$ cat src/rtl/ifq_pkg.sv
`timescale 1ns/1ps
package ifq_pkg;
    localparam int SEG_W  = 16;
    localparam int OFF_W  = 16;
    localparam int PA_W   = 20;
    localparam int WORD_W = 16;
    localparam int BYTE_W = 8;

    typedef logic [SEG_W-1:0]  seg_t;
    typedef logic [OFF_W-1:0]  off_t;
    typedef logic [PA_W-1:0]   paddr_t;
    typedef logic [WORD_W-1:0] word_t;
    typedef logic [BYTE_W-1:0] byte_t;

    typedef enum logic [1:0] {
        FS_IDLE = 2'd0,
        FS_REQ  = 2'd1,
        FS_WAIT = 2'd2
    } fstate_e;

    // bytes handed from the fetch side to the queue in one cycle
    typedef struct packed {
        logic [1:0] n;
        byte_t      first;
        byte_t      second;
    } fill_t;

    function automatic paddr_t phys_of(input seg_t s, input off_t o);
        return {s, 4'h0} + paddr_t'(o);
    endfunction

    function automatic paddr_t word_addr(input paddr_t a);
        return {a[PA_W-1:1], 1'b0};
    endfunction

    function automatic off_t off_step(input off_t o);
        return o + (o[0] ? off_t'(1) : off_t'(2));
    endfunction

    function automatic fill_t split_word(input word_t w, input logic odd_start);
        fill_t f;
        if (odd_start) begin
            f.n      = 2'd1;
            f.first  = w[15:8];
            f.second = '0;
        end else begin
            f.n      = 2'd2;
            f.first  = w[7:0];
            f.second = w[15:8];
        end
        return f;
    endfunction
endpackage

$ cat src/rtl/ifq_ptr.sv
`timescale 1ns/1ps
module ifq_ptr
    import ifq_pkg::*;
#(
    parameter seg_t RST_SEG = 16'hFFFF,
    parameter off_t RST_OFF = 16'h0000
)(
    input  logic clk,
    input  logic rst,
    input  logic flush,
    input  seg_t new_seg,
    input  off_t new_off,
    input  logic advance,
    output seg_t cur_seg,
    output off_t cur_off
);
    always_ff @(posedge clk) begin
        if (rst) begin
            cur_seg <= RST_SEG;
            cur_off <= RST_OFF;
        end else if (flush) begin
            cur_seg <= new_seg;
            cur_off <= new_off;
        end else if (advance) begin
            cur_off <= off_step(cur_off);
        end
    end

    // segment moves only on redirect
    p_seg_hold_r4: assert property (@(posedge clk) disable iff (rst)
        !flush |=> $stable(cur_seg));
endmodule

$ cat src/rtl/ifq_fetch.sv
`timescale 1ns/1ps
module ifq_fetch
    import ifq_pkg::*;
#(
    parameter int CNT_W = 3
)(
    input  logic             clk,
    input  logic             rst,
    input  logic             flush,
    input  logic [CNT_W-1:0] free,
    input  seg_t             cur_seg,
    input  off_t             cur_off,
    output logic             advance,
    output logic             mem_req,
    output paddr_t           mem_addr,
    input  logic             mem_gnt,
    input  logic             mem_rvalid,
    input  word_t            mem_rdata,
    output fill_t            fill
);
    fstate_e st;
    paddr_t  addr_q;
    logic    odd_q;
    logic    drop_q;
    logic    room;
    logic    issue;
    logic    take;

    assign room  = (free >= CNT_W'(2));
    assign issue = (st == FS_IDLE) && room && !flush;
    assign take  = (st == FS_WAIT) && mem_rvalid;

    always_ff @(posedge clk) begin
        if (rst) begin
            st     <= FS_IDLE;
            addr_q <= '0;
            odd_q  <= 1'b0;
            drop_q <= 1'b0;
        end else begin
            unique case (st)
                FS_IDLE: begin
                    if (issue) begin
                        st     <= FS_REQ;
                        addr_q <= word_addr(phys_of(cur_seg, cur_off));
                        odd_q  <= cur_off[0];
                        drop_q <= 1'b0;
                    end
                end
                FS_REQ: begin
                    if (mem_gnt) st <= FS_WAIT;
                    if (flush) drop_q <= 1'b1;
                end
                FS_WAIT: begin
                    if (mem_rvalid) begin
                        st     <= FS_IDLE;
                        drop_q <= 1'b0;
                    end else if (flush) begin
                        drop_q <= 1'b1;
                    end
                end
                default: st <= FS_IDLE;
            endcase
        end
    end

    assign mem_req  = (st == FS_REQ);
    assign mem_addr = addr_q;
    assign advance  = issue;

    always_comb begin
        fill = '0;
        if (take && !drop_q && !flush) fill = split_word(mem_rdata, odd_q);
    end

    // request held steady until granted
    p_req_hold_r6: assert property (@(posedge clk) disable iff (rst)
        (mem_req && !mem_gnt) |=> (mem_req && $stable(mem_addr)));
    // a request starts only with two free slots
    p_issue_space_r3: assert property (@(posedge clk) disable iff (rst)
        $rose(mem_req) |-> ($past(free) >= CNT_W'(2)));
    // response closes the transfer before another request
    p_one_outstanding_r6: assert property (@(posedge clk) disable iff (rst)
        take |=> !mem_req);
endmodule

$ cat src/rtl/ifq_queue.sv
`timescale 1ns/1ps
module ifq_queue
    import ifq_pkg::*;
#(
    parameter  int DEPTH = 6,
    localparam int CNT_W = $clog2(DEPTH + 1),
    localparam int IDX_W = (DEPTH > 1) ? $clog2(DEPTH) : 1
)(
    input  logic             clk,
    input  logic             rst,
    input  logic             clear,
    input  fill_t            fill,
    input  logic             pop,
    output byte_t            head,
    output logic [CNT_W-1:0] count,
    output logic [CNT_W-1:0] free
);
    byte_t            slot_view [DEPTH];
    logic [IDX_W-1:0] rd_i;
    logic [IDX_W-1:0] wr_i;
    logic [IDX_W-1:0] wr_nx;
    logic [CNT_W-1:0] n_in;

    function automatic logic [IDX_W-1:0] bump(input logic [IDX_W-1:0] i);
        return (i == IDX_W'(DEPTH - 1)) ? '0 : i + IDX_W'(1);
    endfunction

    assign wr_nx = bump(wr_i);
    assign n_in  = CNT_W'(fill.n);

    for (genvar j = 0; j < DEPTH; j++) begin : g_slot
        byte_t slot_q;
        always_ff @(posedge clk) begin
            if (fill.n != 2'd0 && wr_i == IDX_W'(j))
                slot_q <= fill.first;
            else if (fill.n == 2'd2 && wr_nx == IDX_W'(j))
                slot_q <= fill.second;
        end
        assign slot_view[j] = slot_q;
    end

    always_ff @(posedge clk) begin
        if (rst || clear) begin
            rd_i  <= '0;
            wr_i  <= '0;
            count <= '0;
        end else begin
            if (fill.n == 2'd2)      wr_i <= bump(wr_nx);
            else if (fill.n == 2'd1) wr_i <= wr_nx;
            if (pop) rd_i <= bump(rd_i);
            count <= count + n_in - CNT_W'(pop);
        end
    end

    assign head = slot_view[rd_i];
    assign free = CNT_W'(DEPTH) - count;

    // a fill never exceeds the room left
    p_no_overflow_r3: assert property (@(posedge clk) disable iff (rst)
        (CNT_W'(fill.n) <= free));
    // occupancy moves only on fill, pop or clear
    p_count_hold_r8: assert property (@(posedge clk) disable iff (rst)
        (!clear && fill.n == 2'd0 && !pop) |=> $stable(count));
endmodule

$ cat src/rtl/instr_prefetch_queue.sv
`timescale 1ns/1ps
module instr_prefetch_queue
    import ifq_pkg::*;
#(
    parameter int          QDEPTH  = 6,
    parameter logic [15:0] RST_SEG = 16'hFFFF,
    parameter logic [15:0] RST_OFF = 16'h0000
)(
    input  logic        clk,
    input  logic        rst,
    input  logic        flush,
    input  logic [15:0] flush_seg,
    input  logic [15:0] flush_off,
    output logic        mem_req,
    output logic [19:0] mem_addr,
    input  logic        mem_gnt,
    input  logic        mem_rvalid,
    input  logic [15:0] mem_rdata,
    output logic        out_valid,
    input  logic        out_ready,
    output logic [7:0]  out_byte
);
    localparam int CNT_W = $clog2(QDEPTH + 1);

    seg_t             cur_seg;
    off_t             cur_off;
    logic             advance;
    fill_t            fill;
    logic [CNT_W-1:0] q_count;
    logic [CNT_W-1:0] q_free;
    byte_t            head;
    logic             pop;

    assign out_valid = (q_count != '0);
    assign pop       = out_valid && out_ready && !flush;
    assign out_byte  = head;

    ifq_ptr #(
        .RST_SEG (RST_SEG),
        .RST_OFF (RST_OFF)
    ) u_ptr (
        .clk     (clk),
        .rst     (rst),
        .flush   (flush),
        .new_seg (flush_seg),
        .new_off (flush_off),
        .advance (advance),
        .cur_seg (cur_seg),
        .cur_off (cur_off)
    );

    ifq_fetch #(
        .CNT_W (CNT_W)
    ) u_fetch (
        .clk        (clk),
        .rst        (rst),
        .flush      (flush),
        .free       (q_free),
        .cur_seg    (cur_seg),
        .cur_off    (cur_off),
        .advance    (advance),
        .mem_req    (mem_req),
        .mem_addr   (mem_addr),
        .mem_gnt    (mem_gnt),
        .mem_rvalid (mem_rvalid),
        .mem_rdata  (mem_rdata),
        .fill       (fill)
    );

    ifq_queue #(
        .DEPTH (QDEPTH)
    ) u_queue (
        .clk   (clk),
        .rst   (rst),
        .clear (flush),
        .fill  (fill),
        .pop   (pop),
        .head  (head),
        .count (q_count),
        .free  (q_free)
    );

    // redirect empties the queue
    p_flush_empty_r7: assert property (@(posedge clk) disable iff (rst)
        flush |=> !out_valid);
    // a kept fill is visible to the consumer next cycle
    p_fill_visible_r8: assert property (@(posedge clk) disable iff (rst)
        (fill.n != 2'd0 && !flush) |=> out_valid);
endmodule

$ cat config.mk
export PLATFORM = sky130hd
export DESIGN_NAME = instr_prefetch_queue
export DESIGN_NICKNAME = d
export VERILOG_FILES = /design/src/rtl/ifq_pkg.sv /design/src/rtl/ifq_ptr.sv /design/src/rtl/ifq_fetch.sv /design/src/rtl/ifq_queue.sv /design/src/rtl/instr_prefetch_queue.sv
export SDC_FILE = /design/constraint.sdc
export NUM_CORES = 1
export LEC_CHECK = 0
export BUFFER_PORTS_ARGS = -buffer_cell sky130_fd_sc_hd__buf_4
export CAP_MARGIN = 20
export CORE_AREA = 4 4 162 164
export DETAILED_ROUTE_END_ITERATION = 7
export DIE_AREA = 0 0 166 168
export GPL_TIMING_DRIVEN = 0
export PLACE_DENSITY_LB_ADDON = 0.3
export RECOVER_POWER = 100
export SYNTH_ARGS = -nofsm -noshare
export SYNTH_HDL_FRONTEND = slang
export SYNTH_SLANG_ARGS = --single-unit
$ cat constraint.sdc
create_clock -name clk -period 3.7 [get_ports clk]
set_input_delay 0.74 -clock clk [delete_from_list [all_inputs] [get_ports clk]]
set_output_delay 0.74 -clock clk [all_outputs]
set_load 0.01 [all_outputs]
==> flow_summary.toml <==
[die]
io_pins = 84
dieArea_sq_um = 27900
rows = 58
start_util_pct = 24.8
core-area_sq_um = 24900
die_h_microns = 168
die_w_microns = 166

[layout]
synthToLayoutAreaGrowth_pct = 19.6
most-common-layout-cells = "nand2_1 (90), dfxtp_1 (64), buf_4 (56), clkbuf_1 (55), a21oi_1 (54)"
fin_cells = 1061
insertedDiodeCount = 0
final_layout_size_suffix_gt1_share_pct = 12.3
mostFrequentLayoutCell = "nand2_1"
fin_util_pct = 29.6
nets = 808
fin_area_sq_um = 7370

[setup_path]
cp-end-kind = "output pin"
cp.arrival_ps = 2680
worst-setup-path-type = "reg2out"
ff2ff_setup_slack_ps = 330
cp_max_fo = 10
r2r-end = "u_queue.g_slot[4].slot_q[7]$_DFFE_PP_"
reg2reg_depth = 10
r2r_start = "u_fetch.odd_q$_SDFFE_PP0P_"
required_ps = 2960
startpoint_type = "register"

[detailed_routing]
routed-wl-met2_mm = 8.14
vias = 5029
vias_per_cell = 4.74
wire_per_inst_microns = 16.5
wirelength_mm = 17.5
final_antenna_net_count = 0
wl_met3_microns = 943
wl_met1_mm = 8.15
first_iter_violations = 317
drc = 0
drt-pass1-iter-count = 5
top_layer = "met5"

[synth]
syn_area_sq_um = 6160
syn_inst = 630
synth-warning-count = 0
synth_top_flop_cell = "dfxtp_1"
ys_seq_area_share_pct = 44.2
avgSynthCellArea_sq_um = 9.78
yosysUniqueCellTypes = 60
synthArstFlopShare_pct = 0
synth_edf_count = 48
yosys_register_bits = 112
synth_nets = 712

[power]
leakage_nw = 2.72
ir_drop_mv = 0.276
power.total_mw = 2.90
power_density_nw_per_um2 = 393

[place]
placed_cell_area_sq_um = 7200
place.gp.congestion = 0.805
dp.cells = 1043
numPortBuffers = 82
post-dp-hpwl_mm = 12.9

[status]
outcome = "complete, no violations"

[worst_hold_path]
hold_depth = 2
hold_path_class = "reg2reg"
hold_path.startpoint = "u_fetch.mem_addr[11]$_SDFFE_PP0P_"
hold-path-endpoint = "u_fetch.mem_addr[11]$_SDFFE_PP0P_"

[timing]
setup_violations = 0
finalCritPeriodShare_pct = 92.5
maxSlewHeadroom_pct = 12.4
hold_viol = 0
worstMarginPinSlew_ps = 1280
grt_setup_unrepaired = "no"
finClkSkew_ps = 9.93
period_minus_slack_ps = 3420
fmax_mhz = 292
slew_viol_final = 0

[clocking]
post_cts_resized = 0
clockBufferDepth = 2
path_clk_slew_ps = 80
cts_hold_buf = 0
cts_tree = "done"
cts_buffers = 9
htreeDepth = 3
clkSinkCount = 112
ctsRootBufferMaster = "clkbuf_16"
clk_latency_ps = 360
cts_setup_buffers = 0

[global_routing]
grt_max_degree = 20
grt_pass1_wl_mm = 27.6
grt_pass1_vias = 4927
grt.total_usage_pct = 12.4
antenna_found_initial = 1
grt_remaining_overflow = 0

[run]
drv_cap = 0
## critical path, cell delays in order (launching register included)
cell and delay (ps):
dfxtp_1 310, clkbuf_1 640, clkbuf_1 740, mux2i_1 330, o22ai_1 140, clkbuf_1 160
## synthesized netlist by cell type (2+ instances only)
| cell type | n | area (sq um) |
|---|---|---|
| ha_1 | 26 | 325 |
| o211ai_1 | 3 | 22.5 |
| clkbuf_1 | 16 | 60.1 |
| o21ai_0 | 16 | 80.1 |
| fa_1 | 2 | 40.0 |
| buf_2 | 8 | 40.0 |
| and3_1 | 10 | 62.6 |
| a21o_1 | 5 | 37.5 |
| buf_1 | 7 | 26.3 |
| o31ai_1 | 2 | 15.0 |
| o22ai_1 | 9 | 56.3 |
| mux4_2 | 8 | 180 |
| nor2_1 | 38 | 143 |
| nor2b_1 | 10 | 62.6 |
| nor3_1 | 7 | 35.0 |
| inv_1 | 27 | 101 |
| nand2b_1 | 4 | 25.0 |
| nand4b_1 | 2 | 17.5 |
| dfxtp_1 | 64 | 1280 |
| mux2i_1 | 24 | 240 |
| xor2_1 | 10 | 87.6 |
| nand2_1 | 90 | 338 |
| nor3_2 | 2 | 20.0 |
| a21oi_1 | 53 | 265 |
| edfxtp_1 | 48 | 1440 |
| nand3_1 | 5 | 25.0 |
| o21a_1 | 4 | 30.0 |
| and4_1 | 2 | 17.5 |
| or3_1 | 5 | 31.3 |
| and2_1 | 3 | 18.8 |
| a31oi_1 | 12 | 75.1 |
| a311oi_1 | 3 | 26.3 |
| nand4_1 | 7 | 43.8 |
| a22o_1 | 46 | 403 |
| a211oi_1 | 7 | 52.6 |
| xnor2_1 | 21 | 184 |
## state kept, by name, summed over array words and instances (netlist names), 2 cells and up
name and count:
u_fetch.mem_addr 19, u_fetch.st 2, u_queue.g_slot.slot_q 48, u_queue.count 3, u_queue.wr_i 3, u_ptr.cur_off 16, u_queue.rd_i 3, u_ptr.cur_seg 16
## area by class of cell
class / count / area [sq um]
Inverter: 29 / 109
Clock inverter: 7 / 101
Sequential cell: 112 / 2720
Clock buffer: 9 / 225
Buffer: 32 / 129
Tap cell: 330 / 413
Fill cell: 2651 / 17500
Timing Repair Buffer: 85 / 526
Multi-Input combinational cell: 457 / 3140
## how the worst max path moves through the flow
stage,endpoint,slack (ps),start
global placement,u_queue.g_slot[1].slot_q[7]$_DFFE_PP_,-170,flush
finish,out_byte[6],280,u_queue.rd_i[0]$_SDFFE_PP0P_
floorplan,u_queue.g_slot[4].slot_q[0]$_DFFE_PP_,860,flush
global route,u_queue.g_slot[4].slot_q[7]$_DFFE_PP_,20,u_fetch.odd_q$_SDFFE_PP0P_
CTS,u_queue.g_slot[2].slot_q[0]$_DFFE_PP_,250,u_fetch.odd_q$_SDFFE_PP0P_
detailed placement,u_queue.g_slot[2].slot_q[0]$_DFFE_PP_,-100,flush
## power by group
| group | switching (mW) | internal (mW) |
|---|---|---|
| registers | 0.0430 | 1.33 |
| clock network | 0.484 | 0.602 |
| logic | 0.249 | 0.187 |
| total | 0.776 | 2.12 |
## stage by stage
step | TNS (ps) | setup slack, ps | hold slack, ps
floorplan | 0 | 857 | 449
global placement | -3260 | -172 | 446
detailed placement | -1640 | -105 | 446
CTS | 0 | 252 | 466
global route | 0 | 16.3 | 477
finish | 0 | 278 | 459
## layer usage
metal / track usage, % / up-vias
met2: 20.3 / 137
met3: 2.86 / 22
met1: 16.4 / 2368
met4: 3.69 / 2
li1: - / 2500
met5: 0 / -
## kinds of logic after synthesis
| logic type | after synthesis | synth area share, % |
|---|---|---|
| simple gates | 192 | 14.7 |
| compound gates | 173 | 20.0 |
| flops | 112 | 44.2 |
| buf+inv | 61 | 3.94 |
| mux | 32 | 6.82 |
| xor+xnor | 31 | 4.41 |
| fa+ha+maj | 28 | 5.93 |
| other cells | 1 | 0.0609 |
Note: power is estimated with default switching activity, not from simulation.
